## config.mk

```make
export PLATFORM = sky130hd
export DESIGN_NAME = fdt_timer
export DESIGN_NICKNAME = d
export VERILOG_FILES = /design/src/rtl/fdt_pkg.sv /design/src/rtl/fdt_trig_sync.sv /design/src/rtl/fdt_regs.sv /design/src/rtl/fdt_core.sv /design/src/rtl/fdt_status.sv /design/src/rtl/fdt_timer.sv
export SDC_FILE = /design/constraint.sdc
export NUM_CORES = 1
export LEC_CHECK = 0
export CORE_ASPECT_RATIO = 0.6
export CORE_MARGIN = 8
export CORE_UTILIZATION = 35
export DETAILED_ROUTE_END_ITERATION = 16
export DONT_BUFFER_PORTS = 1
export HOLD_SLACK_MARGIN = 0.06
export MAX_ROUTING_LAYER = met4
export PLACE_DENSITY_LB_ADDON = 0.3
export SYNTH_ARGS = -nofsm -noshare
export SYNTH_HDL_FRONTEND = slang
export SYNTH_HIERARCHICAL = 1
export SYNTH_SLANG_ARGS = --single-unit
```

## constraint.sdc

```tcl
create_clock -name clk -period 3.1 [get_ports clk]
set_input_delay 0.31 -clock clk [delete_from_list [all_inputs] [get_ports clk]]
set_output_delay 0.31 -clock clk [all_outputs]
set_load 0.02 [all_outputs]
```

## src/rtl/fdt_pkg.sv

```systemverilog
package fdt_pkg;

    localparam int FLAG_N = 4;

    // flag bit positions, also used by the interrupt mask
    localparam int FLG_TRIG = 0;
    localparam int FLG_A    = 1;
    localparam int FLG_B    = 2;
    localparam int FLG_C    = 3;

    // control word bits
    localparam int CTRL_CLKEN = 0;
    localparam int CTRL_START = 1;

    localparam int ADDR_W = 3;

    typedef enum logic [ADDR_W-1:0] {
        ADDR_CMP_A = 3'd0,
        ADDR_CMP_B = 3'd1,
        ADDR_CMP_C = 3'd2,
        ADDR_CTRL  = 3'd3,
        ADDR_IMASK = 3'd4
    } reg_addr_e;

endpackage

```

## src/rtl/fdt_trig_sync.sv

```systemverilog
module fdt_trig_sync #(
    parameter int SYNC_STAGES = 2
) (
    input  logic clk,
    input  logic rst_n,
    input  logic trig_in,
    output logic trig_fall
);
    localparam int S = (SYNC_STAGES < 2) ? 2 : SYNC_STAGES;

    typedef struct packed {
        logic [S-1:0] chain;
        logic         prev;
    } sync_t;

    sync_t s_d, s_q;

    always_comb begin
        s_d       = s_q;
        s_d.chain = {s_q.chain[S-2:0], trig_in};
        s_d.prev  = s_q.chain[S-1];
        trig_fall = s_q.prev & ~s_q.chain[S-1];
    end

    always_ff @(posedge clk) begin
        if (!rst_n) s_q <= '0;
        else        s_q <= s_d;
    end
endmodule

```

## src/rtl/fdt_regs.sv

```systemverilog
module fdt_regs
    import fdt_pkg::*;
#(
    parameter int CNT_W         = 16,
    parameter int unsigned A_RST = 128,
    parameter int unsigned B_RST = 256,
    parameter int unsigned C_RST = 65535
) (
    input  logic              clk,
    input  logic              rst_n,
    input  logic              wr_en,
    input  logic [ADDR_W-1:0] wr_addr,
    input  logic [CNT_W-1:0]  wr_data,
    output logic [CNT_W-1:0]  cmp_a,
    output logic [CNT_W-1:0]  cmp_b,
    output logic [CNT_W-1:0]  cmp_c,
    output logic              clken,
    output logic [FLAG_N-1:0] imask,
    output logic              sw_start
);
    typedef struct packed {
        logic [CNT_W-1:0]  a;
        logic [CNT_W-1:0]  b;
        logic [CNT_W-1:0]  c;
        logic              clken;
        logic [FLAG_N-1:0] imask;
    } regs_t;

    regs_t r_d, r_q;

    always_comb begin
        r_d      = r_q;
        sw_start = 1'b0;
        if (wr_en) begin
            case (reg_addr_e'(wr_addr))
                ADDR_CMP_A: r_d.a = wr_data;
                ADDR_CMP_B: r_d.b = wr_data;
                ADDR_CMP_C: r_d.c = wr_data;
                ADDR_CTRL: begin
                    r_d.clken = wr_data[CTRL_CLKEN];
                    sw_start  = wr_data[CTRL_START];
                end
                ADDR_IMASK: r_d.imask = wr_data[FLAG_N-1:0];
                default: ;
            endcase
        end
    end

    always_ff @(posedge clk) begin
        if (!rst_n) begin
            r_q.a     <= CNT_W'(A_RST);
            r_q.b     <= CNT_W'(B_RST);
            r_q.c     <= CNT_W'(C_RST);
            r_q.clken <= 1'b0;
            r_q.imask <= '0;
        end else begin
            r_q <= r_d;
        end
    end

    assign cmp_a = r_q.a;
    assign cmp_b = r_q.b;
    assign cmp_c = r_q.c;
    assign clken = r_q.clken;
    assign imask = r_q.imask;
endmodule

```

## src/rtl/fdt_core.sv

```systemverilog
module fdt_core #(
    parameter int CNT_W = 16
) (
    input  logic             clk,
    input  logic             rst_n,
    input  logic             carrier_en,
    input  logic             clken,
    input  logic             trig_fall,
    input  logic             sw_start,
    input  logic [CNT_W-1:0] cmp_a,
    input  logic [CNT_W-1:0] cmp_b,
    input  logic [CNT_W-1:0] cmp_c,
    output logic [CNT_W-1:0] count,
    output logic             running,
    output logic             wave,
    output logic             hit_a,
    output logic             hit_b,
    output logic             hit_c
);
    typedef struct packed {
        logic [CNT_W-1:0] count;
        logic             running;
        logic             wave;
    } core_t;

    core_t c_d, c_q;
    logic  tick;

    always_comb begin
        c_d   = c_q;
        hit_a = 1'b0;
        hit_b = 1'b0;
        hit_c = 1'b0;
        tick  = c_q.running & clken & carrier_en;
        if (trig_fall || sw_start) begin
            // a restart beats any compare in the same cycle
            c_d.count   = '0;
            c_d.running = 1'b1;
            if (trig_fall) c_d.wave = 1'b0;
        end else if (tick) begin
            hit_a = (c_q.count == cmp_a);
            hit_b = (c_q.count == cmp_b);
            hit_c = (c_q.count == cmp_c);
            if (hit_a) c_d.wave = 1'b1;
            if (hit_c) begin
                c_d.wave    = 1'b0;   // clear wins over set
                c_d.running = 1'b0;   // freeze, no reload
            end else begin
                c_d.count = c_q.count + CNT_W'(1);
            end
        end
    end

    always_ff @(posedge clk) begin
        if (!rst_n) c_q <= '0;
        else        c_q <= c_d;
    end

    assign count   = c_q.count;
    assign running = c_q.running;
    assign wave    = c_q.wave;
endmodule

```

## src/rtl/fdt_status.sv

```systemverilog
module fdt_status
    import fdt_pkg::*;
(
    input  logic              clk,
    input  logic              rst_n,
    input  logic [FLAG_N-1:0] events,
    input  logic              rd_clr,
    input  logic [FLAG_N-1:0] imask,
    output logic [FLAG_N-1:0] flags,
    output logic              irq
);
    typedef struct packed {
        logic [FLAG_N-1:0] flags;
    } stat_t;

    stat_t st_d, st_q;

    always_comb begin
        st_d       = st_q;
        st_d.flags = (rd_clr ? '0 : st_q.flags) | events;
        irq        = |(st_q.flags & imask);
    end

    always_ff @(posedge clk) begin
        if (!rst_n) st_q <= '0;
        else        st_q <= st_d;
    end

    assign flags = st_q.flags;
endmodule

```

## src/rtl/fdt_timer.sv

```systemverilog
module fdt_timer
    import fdt_pkg::*;
#(
    parameter int CNT_W          = 16,
    parameter int SYNC_STAGES    = 2,
    parameter int unsigned A_RST = 128,
    parameter int unsigned B_RST = 256,
    parameter int unsigned C_RST = 65535
) (
    input  logic              clk,
    input  logic              rst_n,
    input  logic              carrier_en,
    input  logic              trig_in,
    input  logic              wr_en,
    input  logic [ADDR_W-1:0] wr_addr,
    input  logic [CNT_W-1:0]  wr_data,
    input  logic              rd_clr,
    output logic [CNT_W-1:0]  count,
    output logic              wave_out,
    output logic [FLAG_N-1:0] flags,
    output logic              irq
);
    logic              trig_fall;
    logic              sw_start;
    logic              running;
    logic              clken;
    logic [CNT_W-1:0]  cmp_a, cmp_b, cmp_c;
    logic [FLAG_N-1:0] imask;
    logic              hit_a, hit_b, hit_c;
    logic [FLAG_N-1:0] events;

    fdt_trig_sync #(.SYNC_STAGES(SYNC_STAGES)) u_sync (
        .clk       (clk),
        .rst_n     (rst_n),
        .trig_in   (trig_in),
        .trig_fall (trig_fall)
    );

    fdt_regs #(
        .CNT_W (CNT_W),
        .A_RST (A_RST),
        .B_RST (B_RST),
        .C_RST (C_RST)
    ) u_regs (
        .clk      (clk),
        .rst_n    (rst_n),
        .wr_en    (wr_en),
        .wr_addr  (wr_addr),
        .wr_data  (wr_data),
        .cmp_a    (cmp_a),
        .cmp_b    (cmp_b),
        .cmp_c    (cmp_c),
        .clken    (clken),
        .imask    (imask),
        .sw_start (sw_start)
    );

    fdt_core #(.CNT_W(CNT_W)) u_core (
        .clk        (clk),
        .rst_n      (rst_n),
        .carrier_en (carrier_en),
        .clken      (clken),
        .trig_fall  (trig_fall),
        .sw_start   (sw_start),
        .cmp_a      (cmp_a),
        .cmp_b      (cmp_b),
        .cmp_c      (cmp_c),
        .count      (count),
        .running    (running),
        .wave       (wave_out),
        .hit_a      (hit_a),
        .hit_b      (hit_b),
        .hit_c      (hit_c)
    );

    always_comb begin
        events           = '0;
        events[FLG_TRIG] = trig_fall;
        events[FLG_A]    = hit_a;
        events[FLG_B]    = hit_b;
        events[FLG_C]    = hit_c;
    end

    fdt_status u_status (
        .clk    (clk),
        .rst_n  (rst_n),
        .events (events),
        .rd_clr (rd_clr),
        .imask  (imask),
        .flags  (flags),
        .irq    (irq)
    );
endmodule

```

# After elaboration in Yosys (flattened, before gate mapping)

Cells that the tools add are included.

Flip-flop bits (word level): 78
Input port bits: 25
Output and inout bits: 22
Word-level logic and storage cells: 57

Add/sub/neg operators: 1
Equality and inequality tests: 8
Muxes and demuxes: 14
Bitwise gates (word level): 8
Reduce and logical (&&, ||, !) cells: 15

Operators with widths:

| kind                                                 | number |
|---|---|
| equality test 16 bit                                 | 3 |
| adder 16 x 1 -> 16 bit (second input constant)       | 1 |
| AND reduction 2 bit                                  | 7 |
| 2-to-1 mux 1 bit                                     | 10 |
| equality test 3 x 2 -> 1 bit (second input constant) | 2 |
| 2-to-1 mux 2 bit                                     | 3 |
| bitwise AND 4 bit                                    | 1 |
| 2-to-1 mux 4 bit                                     | 1 |
| bitwise OR 4 bit                                     | 1 |
| nonzero test 2 bit                                   | 2 |
| OR reduction 4 bit                                   | 1 |
| bitwise AND 1 bit                                    | 3 |
| equality test 3 x 1 -> 1 bit (second input constant) | 1 |
| equality test 3 bit (second input constant)          | 1 |
| zero test 3 bit                                      | 1 |
| inverter 1 bit                                       | 3 |
| AND reduction 3 bit                                  | 1 |
| nonzero test 3 bit                                   | 1 |
| != test 2 x 1 -> 1 bit (second input constant)       | 1 |
| OR reduction 2 bit                                   | 1 |
| logical OR 1 bit                                     | 1 |

# Longest topological paths before layout

Gate-level depths: netlist of the first run.

Depth after elaboration: 6
Gate-level depth with buffers: 7
Mapped depth without buffers: 6

# Modules after synthesis

Netlist of the first run, hierarchy kept.

Modules (own cells, without submodules):

| module        | instances | cells each | area an instance (µm²) | sequential area each (µm²) |
|---|---|---|---|---|
| fdt_regs      | 1         | 214        | 2,148.3                | 1,061.0 |
| fdt_core      | 1         | 191        | 1,586.5                | 360.3 |
| fdt_status    | 1         | 15         | 153.9                  | 80.1 |
| fdt_trig_sync | 1         | 7          | 88.8                   | 60.1 |

# Least setup slack after synthesis of the first run

No wires, ideal clock.

Kind: register -> register
From: reg u_core.c_q (netlist bit u_core/count[14])
To: reg u_core.c_q (netlist bit u_core/count[4])
Setup time: 0.115 ns
Arrival time: 1.654 ns
Required time: 2.985 ns
Slack: 1.331 ns
Cell stages (with the launch flop): 8
Buffers on the path: 2
Clock period less this slack: 1.769 ns
Cells stage by stage: dfxtp_1 buf_2 xnor2_1 nand4_2 nor4_4 buf_6 nor4_1 o21a_1

Cells in the longest elaborated chain, start to end: 3

Ends and longest elaborated chain:

| what                          | line           | text |
|---|---|---|
| start: declaration            | fdt_core.sv:26 | `core_t c_d, c_q;` |
| start signal: assignment      | fdt_core.sv:55 | `if (!rst_n) c_q <= '0;` |
| start signal: assignment      | fdt_core.sv:56 | `else c_q <= c_d;` |
| equality test 16 bit          | fdt_core.sv:43 | `hit_c = (c_q.count == cmp_c);` |
| inverter 1 bit (no line)      | n/a            |  |
| AND reduction 2 bit (no line) | n/a            |  |

No other way between the ends.
A chain may end at the register's enable or synchronous reset.

# Final worst setup path of the first run

From: reg u_core.c_q (netlist bit u_core/count[2])
To: reg u_core.c_q (netlist bit u_core/count[13])

Cells in the longest elaborated chain, start to end: 3
Elaborated cells on any way between the ends: 4
Classes of those cells: add/sub: 1; eq/ne: 1; bitwise: 1; reduce/logical: 1

Ends and longest elaborated chain:

| what |
|---|
| parallel branches: the longest is 3 deep, another holds adder 16 x 1 -> 16 bit |

Several ways; the timed one is not identified.

==> results of run 1 <==
state kept, by name (all words and copies together), names as in the netlist:
| name | count |
|---|---|
| u_core/count | 16 |
| u_core/running | 1 |
| u_core/wave | 1 |
| u_regs/clken | 1 |
| u_regs/cmp_a | 16 |
| u_regs/cmp_b | 16 |
| u_regs/cmp_c | 16 |
| u_regs/imask | 4 |
| u_status/flags | 4 |
| u_sync/s_d | 2 |
| u_sync/s_q | 1 |
area by class of cell:
cell class                 count  area (um^2)
clock buffer                  13          270
clock inverter                 3         65.1
fill                        1136         6850
inverter                       2         7.51
multi-input combinational    310         2190
sequential                    78         1560
tap                          144          180
timing repair buffer           8         60.1
routing by layer:
metal  track usage, %  vias to the layer above
met5                -                        -
met2             18.5                       74
met1             18.7                     1372
met4             3.82                        0
met3             6.68                        4
li1                 -                     1423
stage by stage:
stage	power (W)	util [%]	cells
finish	0.00229	38.7	558
global route	0.00236	38.7	558
CTS	0.00232	38.7	558
detailed placement	0.00114	35.7	542
global placement	0.00114	35.7	542
floorplan	0.00113	-	427
worst max path at each step:
stage	start	endpoint	slack, ns	depth (start not counted)
2_1_floorplan	u_core/count[14]$_SDFFE_PP0P_	u_core/count[4]$_SDFFE_PP0P_	1.33	7
3_3_place_gp	u_core/count[2]$_SDFFE_PP0P_	u_core/count[15]$_SDFFE_PP0P_	0.95	5
3_5_place_dp	u_core/count[2]$_SDFFE_PP0P_	u_core/count[13]$_SDFFE_PP0P_	0.93	5
4_1_cts	u_core/count[2]$_SDFFE_PP0P_	u_core/count[13]$_SDFFE_PP0P_	0.91	5
5_1_grt	u_core/count[2]$_SDFFE_PP0P_	u_core/count[13]$_SDFFE_PP0P_	0.70	5
6_report	u_core/count[2]$_SDFFE_PP0P_	u_core/count[13]$_SDFFE_PP0P_	0.88	5
layout by cell type (no fill, tap or decap), types with 2 or more instances in the layout:
cell type                    n
sky130_fd_sc_hd__dfxtp_1    78
sky130_fd_sc_hd__nand2_1    63
sky130_fd_sc_hd__mux2i_1    54
sky130_fd_sc_hd__nor2b_1    38
sky130_fd_sc_hd__xor2_1     32
sky130_fd_sc_hd__xnor2_1    13
sky130_fd_sc_hd__a21oi_1    13
sky130_fd_sc_hd__nor4_1     11
sky130_fd_sc_hd__nor2_1     10
sky130_fd_sc_hd__clkbuf_16   9
sky130_fd_sc_hd__nand4_1     9
sky130_fd_sc_hd__buf_4       8
sky130_fd_sc_hd__o31ai_1     7
sky130_fd_sc_hd__o21a_1      7
sky130_fd_sc_hd__or4_1       6
sky130_fd_sc_hd__or3_1       6
sky130_fd_sc_hd__o21ai_1     6
sky130_fd_sc_hd__nand3_1     5
sky130_fd_sc_hd__and3_1      4
sky130_fd_sc_hd__clkbuf_8    3
sky130_fd_sc_hd__xnor2_2     3
sky130_fd_sc_hd__nand4_2     3
sky130_fd_sc_hd__bufinv_16   2
sky130_fd_sc_hd__inv_1       2
sky130_fd_sc_hd__o31a_1      2
sky130_fd_sc_hd__nand4b_1    2
sky130_fd_sc_hd__a22oi_1     2
sky130_fd_sc_hd__and2_1      2
cell families after synthesis:
logic type / Yosys count / share of synthesized area [%]
buffers and inverters: 39 / 6.07
adder cells (fa/ha/maj): 1 / 0.315
flip-flops: 78 / 39.3
XOR/XNOR: 48 / 11.1
AO/OA/AOI/OAI: 38 / 6.04
multiplexers: 54 / 13.6
AND/OR/NAND/NOR: 169 / 23.6
power by group:
| part | leakage, nW | switching, W | total (W) | internal, W |
|---|---|---|---|---|
| Combinational | 1.00 | 0.0000420 | 0.0000839 | 0.0000419 |
| Clock | 0.166 | 0.000406 | 0.00118 | 0.000770 |
| Sequential | 0.632 | 0.0000136 | 0.00103 | 0.00102 |
| Total | 1.80 | 0.000462 | 0.00229 | 0.00183 |
critical path: stages (launching register included):
cell and delay [ns]:
sky130_fd_sc_hd__dfxtp_1 0.74, sky130_fd_sc_hd__nand4_2 0.29, sky130_fd_sc_hd__nor2_1 0.32, sky130_fd_sc_hd__nand2_1 0.16
sky130_fd_sc_hd__or4_1 0.48, sky130_fd_sc_hd__a21oi_1 0.15
==> metrics.txt, run 1 <==
PortBufs 0; top cell type by total area after synthesis sky130_fd_sc_hd__dfxtp_1; RR Endpoint u_core/count[13]$_SDFFE_PP0P_; max-slew violation count 0; #FFs+latches synth 78; dpl ws 0.933 ns; most repeated cell in the gate-level netlist after synthesis sky130_fd_sc_hd__dfxtp_1; Clk pin slew, worst setup/hold paths roughly 0.06 ns; Peak Freq 451 MHz; syn_area_per_cell 9.32 um^2; Core Box Area 11,200 um^2; clock tree buffer depth 2; number of nets at the end of the flow around 440; syn_nets between 400 and 500; sequential share of the synthesized area 39.3%; number of gates resized after CTS 0; count of yosys warnings during synthesis 6; overall routing resource usage 14.1%; die height 98.6 um; maximum ir drop on the vdd rail 0.269 mV; Hold Crit Endpoint u_status/flags[1]$_SDFF_PN0_; reg-to-reg setup timing slack 0.88 ns; CTS H-tree depth 3; IO Count between 40 and 50; critical path class reg2reg; detailed placement HPWL 7.50 mm; count of hold-fix buffers inserted at cts 0; worst setup skew after layout 0.00692 ns; share of cells above drive strength 1 8.45%; number of nets with antenna violations after routing 0; launch point of the worst hold path rst_n; Setup Buffers After CTS 0; share of Yosys cell area claimed by the top area cell type 39.3%; total power divided by cell area between 500 and 600 nW/um^2; number of antenna repair diodes 0; die span in x 154 um; Inserted Clock Buffers 9; startpoint of the worst register-to-register path u_core/count[2]$_SDFFE_PP0P_; final cycle utilization of the critical path between 70% and 80%; met1 routed wirelength after detailed routing 5.08 mm; wire length per cell 18.3 um; final worst hold slack 0.102 ns; total vias in the final route roughly 2,900; post-detailed-routing wire length 10.2 mm; largest fanout on the critical path 10; drt first pass iters 4; cell types occupying the most area after synthesis sky130_fd_sc_hd__dfxtp_1, sky130_fd_sc_hd__mux2i_1, sky130_fd_sc_hd__xor2_1; starting utilization of the core area a little over a third; Synth cell types 41; remaining global-route overflow 0; Hold Path Class in2reg; run status finished, final reports clean; number of max-capacitance violations reported 0; worst-margin pin slew 1.04 ns; number of enable flip-flop cells after synthesis 0; number of sinks handled by clock tree synthesis between 70 and 80; via/cell ratio 5.15; fin area 4330 um^2; antenna violations before repair 0; number of cells on the worst reg-to-reg path 5; Mapped Area 3980 um^2; Met3 Wirelength 1.06 mm; number of global-route vias before repair 2,861; Slew HR 30.3%; top routing layer in use met4; number of cells on the worst hold path 1; final hold violation count 0; fraction of registers with async set/reset 0%; top cells by count, synth sky130_fd_sc_hd__dfxtp_1, sky130_fd_sc_hd__nand2_1, sky130_fd_sc_hd__mux2i_1; most frequently used flop master after synthesis sky130_fd_sc_hd__dfxtp_1; Die Outline Area around 15,000 um^2; row cnt 30; drc violations 0; post-place instance area 4000 um^2; Setup violations, final 0; unrepaired setup endpoints after global routing no; fin crit period roughly 2.2 ns; later-pin clock latency in the skew report roughly 0.34 ns; RePlAce Congestion 0.774; global-route wire length before repair about 16 mm; routed wl met2 approximately 4 mm; leakage power of the design between 1.5 and 2 nW; number of violations reported at the end of detailed-routing iteration 0 approximately 170; critical path startpoint category flop; CP Data Arrival Time 2.48 ns; least setup slack across all paths after layout 0.881 ns; clock tree from TritonCTS built; buffer cell driving the clock tree root sky130_fd_sc_hd__clkbuf_16; layout overhead on the synthesized area 8.97%; synthesized instance count 427; accumulated negative setup slack 0 ns; pin count of the biggest net entering global routing 96; critical path data required time around 3.4 ns; capturing element type of the critical path flop
Power figures use the tool's default switching activity.
==> inputs of run 2 (changes only) <==
==> constraint.sdc (replaced) <==
create_clock -name clk -period 2.02 [get_ports clk]
set_input_delay 0.202 -clock clk [delete_from_list [all_inputs] [get_ports clk]]
set_output_delay 0.202 -clock clk [all_outputs]
set_load 0.02 [all_outputs]
==> run 2 against run 1 <==
Compared with the run above: final cell count grew 7.9%; sequential power increased by 54%; fmax is 20% higher; power is 50% higher; non-clock buffer count rose by 43; critical path type unchanged; critical endpoint unchanged; highest routed layer unchanged.
==> metrics.txt, run 2 (same netlist as run 1, synthesis figures left out) <==
run status finished, final reports clean (unchanged); detailed placement HPWL 7.68 mm (was 7.50 mm); RePlAce Congestion 0.839 (was 0.774); worst setup path startpoint u_core/count[8]$_SDFFE_PP0P_ (was u_core/count[2]$_SDFFE_PP0P_); Setup violations, final 0 (unchanged); antenna violations before repair 2 (was 0); Core Box Area 11,200 um^2 (unchanged); IO Count 47 (unchanged); buffer cell driving the clock tree root sky130_fd_sc_hd__clkbuf_16 (unchanged); number of global-route vias before repair 2,993 (was 2,861); Clk pin slew, worst setup/hold paths 0.06 ns (about the same); remaining global-route overflow 0 (unchanged); capturing element type of the critical path flop (unchanged); total instance count after detailed placement 566 (was 542); post-detailed-routing wire length 10.6 mm (was 10.2 mm); drc violations 0 (unchanged); die height 98.6 um (unchanged); Peak Freq 541 MHz (was 451 MHz); largest fanout on the critical path 6 (was 10); clock tree buffer depth 2 (unchanged); layout overhead on the synthesized area 18.2% (was 8.97%); met1 routed wirelength after detailed routing 5.51 mm (was 5.08 mm); peak per-stage delay on the critical path 0.51 ns (was 0.74 ns); Met3 Wirelength 728 um (was 1.06 mm); max-slew violation count 0 (unchanged); later-pin clock latency in the skew report 0.34 ns (about the same); PortBufs 0 (unchanged); routed wl met2 4.25 mm (was 3.98 mm); Hold Path Class in2reg (unchanged); launch point of the worst hold path wr_data[8] (was rst_n); wire length per cell 17.6 um (was 18.3 um); critical path data required time 2.28 ns (was 3.36 ns); starting utilization of the core area 35.6% (unchanged); critical path buffer and inverter count 0 (unchanged); cell type with the highest occurrence count on the critical path sky130_fd_sc_hd__and3_1; number of max-capacitance violations reported 0 (unchanged); total vias in the final route 3,090 (was 2,873); leakage power of the design 2.00 nW (was 1.80 nW); via/cell ratio 5.13 (was 5.15); Inserted Clock Buffers 9 (unchanged); fin crit period 1.85 ns (was 2.22 ns); pin count of the biggest net entering global routing 52 (was 96); share of cells above drive strength 1 13.2% (was 8.45%); critical path class reg2reg (unchanged); overall routing resource usage 14.5% (was 14.1%); Worst path slowest cell sky130_fd_sc_hd__dfxtp_1 (unchanged); most common cell after layout, fill and taps aside sky130_fd_sc_hd__dfxtp_1 (unchanged); accumulated negative setup slack 0 ns (unchanged); number of sinks handled by clock tree synthesis 78 (unchanged); area taken by flip-flops and latches 1560 um^2 (unchanged); number of violations reported at the end of detailed-routing iteration 0 157 (was 171); unrepaired setup endpoints after global routing no (unchanged); startpoint of the worst register-to-register path u_core/count[8]$_SDFFE_PP0P_ (was u_core/count[2]$_SDFFE_PP0P_); CTS H-tree depth 3 (unchanged); final hold violation count 0 (unchanged); maximum ir drop on the vdd rail 0.374 mV (was 0.269 mV); critical path startpoint category flop (unchanged); top routing layer in use met4 (unchanged); clock tree from TritonCTS built (unchanged); die span in x 154 um (unchanged); most frequent cells in the layout sky130_fd_sc_hd__dfxtp_1, sky130_fd_sc_hd__nand2_1, sky130_fd_sc_hd__mux2i_1 (unchanged); family of cells with the greatest summed delay on the critical path simple AND/OR/NAND/NOR gates (unchanged); number of nets at the end of the flow 478 (was 435); Setup Buffers After CTS 0 (unchanged); reg-to-reg setup timing slack 0.17 ns (was 0.88 ns); row cnt 30 (unchanged); CP Data Arrival Time 2.10 ns (was 2.48 ns); total power divided by cell area 732 nW/um^2 (was 529 nW/um^2); CP cell instances and3_1, and3_1, nand2_1, or4_1, a21oi_1 (was nand4_2, nor2_1, nand2_1, or4_1, a21oi_1); area occupied by multi-input gates 2190 um^2 (about the same); global-route wire length before repair 16.6 mm (was 16.1 mm); drt first pass iters 4 (unchanged); Die Outline Area 15,100 um^2 (unchanged); count of fill cells added during filler insertion 1,126 (was 1,136); final cycle utilization of the critical path 91.5% (was 71.6%); number of nets with antenna violations after routing 0 (unchanged); worst setup skew after layout 0.00449 ns (was 0.00692 ns); Slew HR 69.8% (was 30.3%); Post-Layout Cell Count 602 (was 558); worst-margin pin slew 0.451 ns (was 1.04 ns)
==> run 2: cell types whose count changed in the layout (fill, tap and decap cells not counted), sizes merged <==
cell / delta
dlygate4sd3: +18
clkbuf: -3
buf: +25
diode: +2
clkinv: +2
==> run 2: final timing paths <==
| kind | endpoint | cells after the start |
|---|---|---|
| setup / recovery | u_core/count[13]$_SDFFE_PP0P_ | 5 |
| hold / removal | u_regs/cmp_b[8]$_SDFFE_PN1P_ | 2 |
| setup reg to reg | u_core/count[13]$_SDFFE_PP0P_ | 5 |
| hold reg to reg | u_sync/s_d[0]$_SDFF_PN0_ | 1 |
==> run 2: metrics by stage <==
| stage | area [um^2] | utilization, % | hold slack, ns | setup WS [ns] | total power, W |
|---|---|---|---|---|---|
| after floorplan | 3980 | - | 0.320 | 0.251 | 0.00174 |
| after global placement | 4190 | 37.5 | 0.326 | 0.244 | 0.00175 |
| after detailed placement | 4190 | 37.5 | 0.328 | 0.192 | 0.00175 |
| after CTS | 4700 | 42.0 | 0.0643 | 0.170 | 0.00348 |
| after global routing | 4700 | 42.0 | 0.0707 | 0.0210 | 0.00355 |
| final | 4700 | 42.0 | 0.0824 | 0.172 | 0.00344 |
==> run 2: where the power goes <==
| part | internal (W) | total (W) | switching [W] | leakage, nW |
|---|---|---|---|---|
| sequential | 0.00157 | 0.00159 | 0.0000210 | 0.632 |
| combinational | 0.0000920 | 0.000183 | 0.0000912 | 1.22 |
| clock | 0.00107 | 0.00167 | 0.000604 | 0.152 |
| total | 0.00273 | 0.00344 | 0.000716 | 2.00 |
==> run 2: final cells by class <==
type                            count  area share [%]
Tap cell                          144            3.83
Clock inverter                      5            1.60
Antenna cell                        2           0.106
Sequential cell                    78            33.2
Multi-Input combinational cell    310            46.6
Timing Repair Buffer               51            9.63
Inverter                            2           0.160
Clock buffer                       10            4.87
==> run 2: what timing repair did <==
action / 4_1_cts / 5_1_grt
endpoints found under the setup margin: 0 / 1
hold endpoints to repair: 58 / 0
resized for setup: 0 / 1
hold buffers: 19 / 0
==> run 2: metal layers <==
layer / global-route usage [%] / vias to the layer above
li1: - / 1513
met1: 19.7 / 1497
met2: 19.6 / 73
met3: 5.42 / 7
met4: 3.60 / 0
met5: - / -
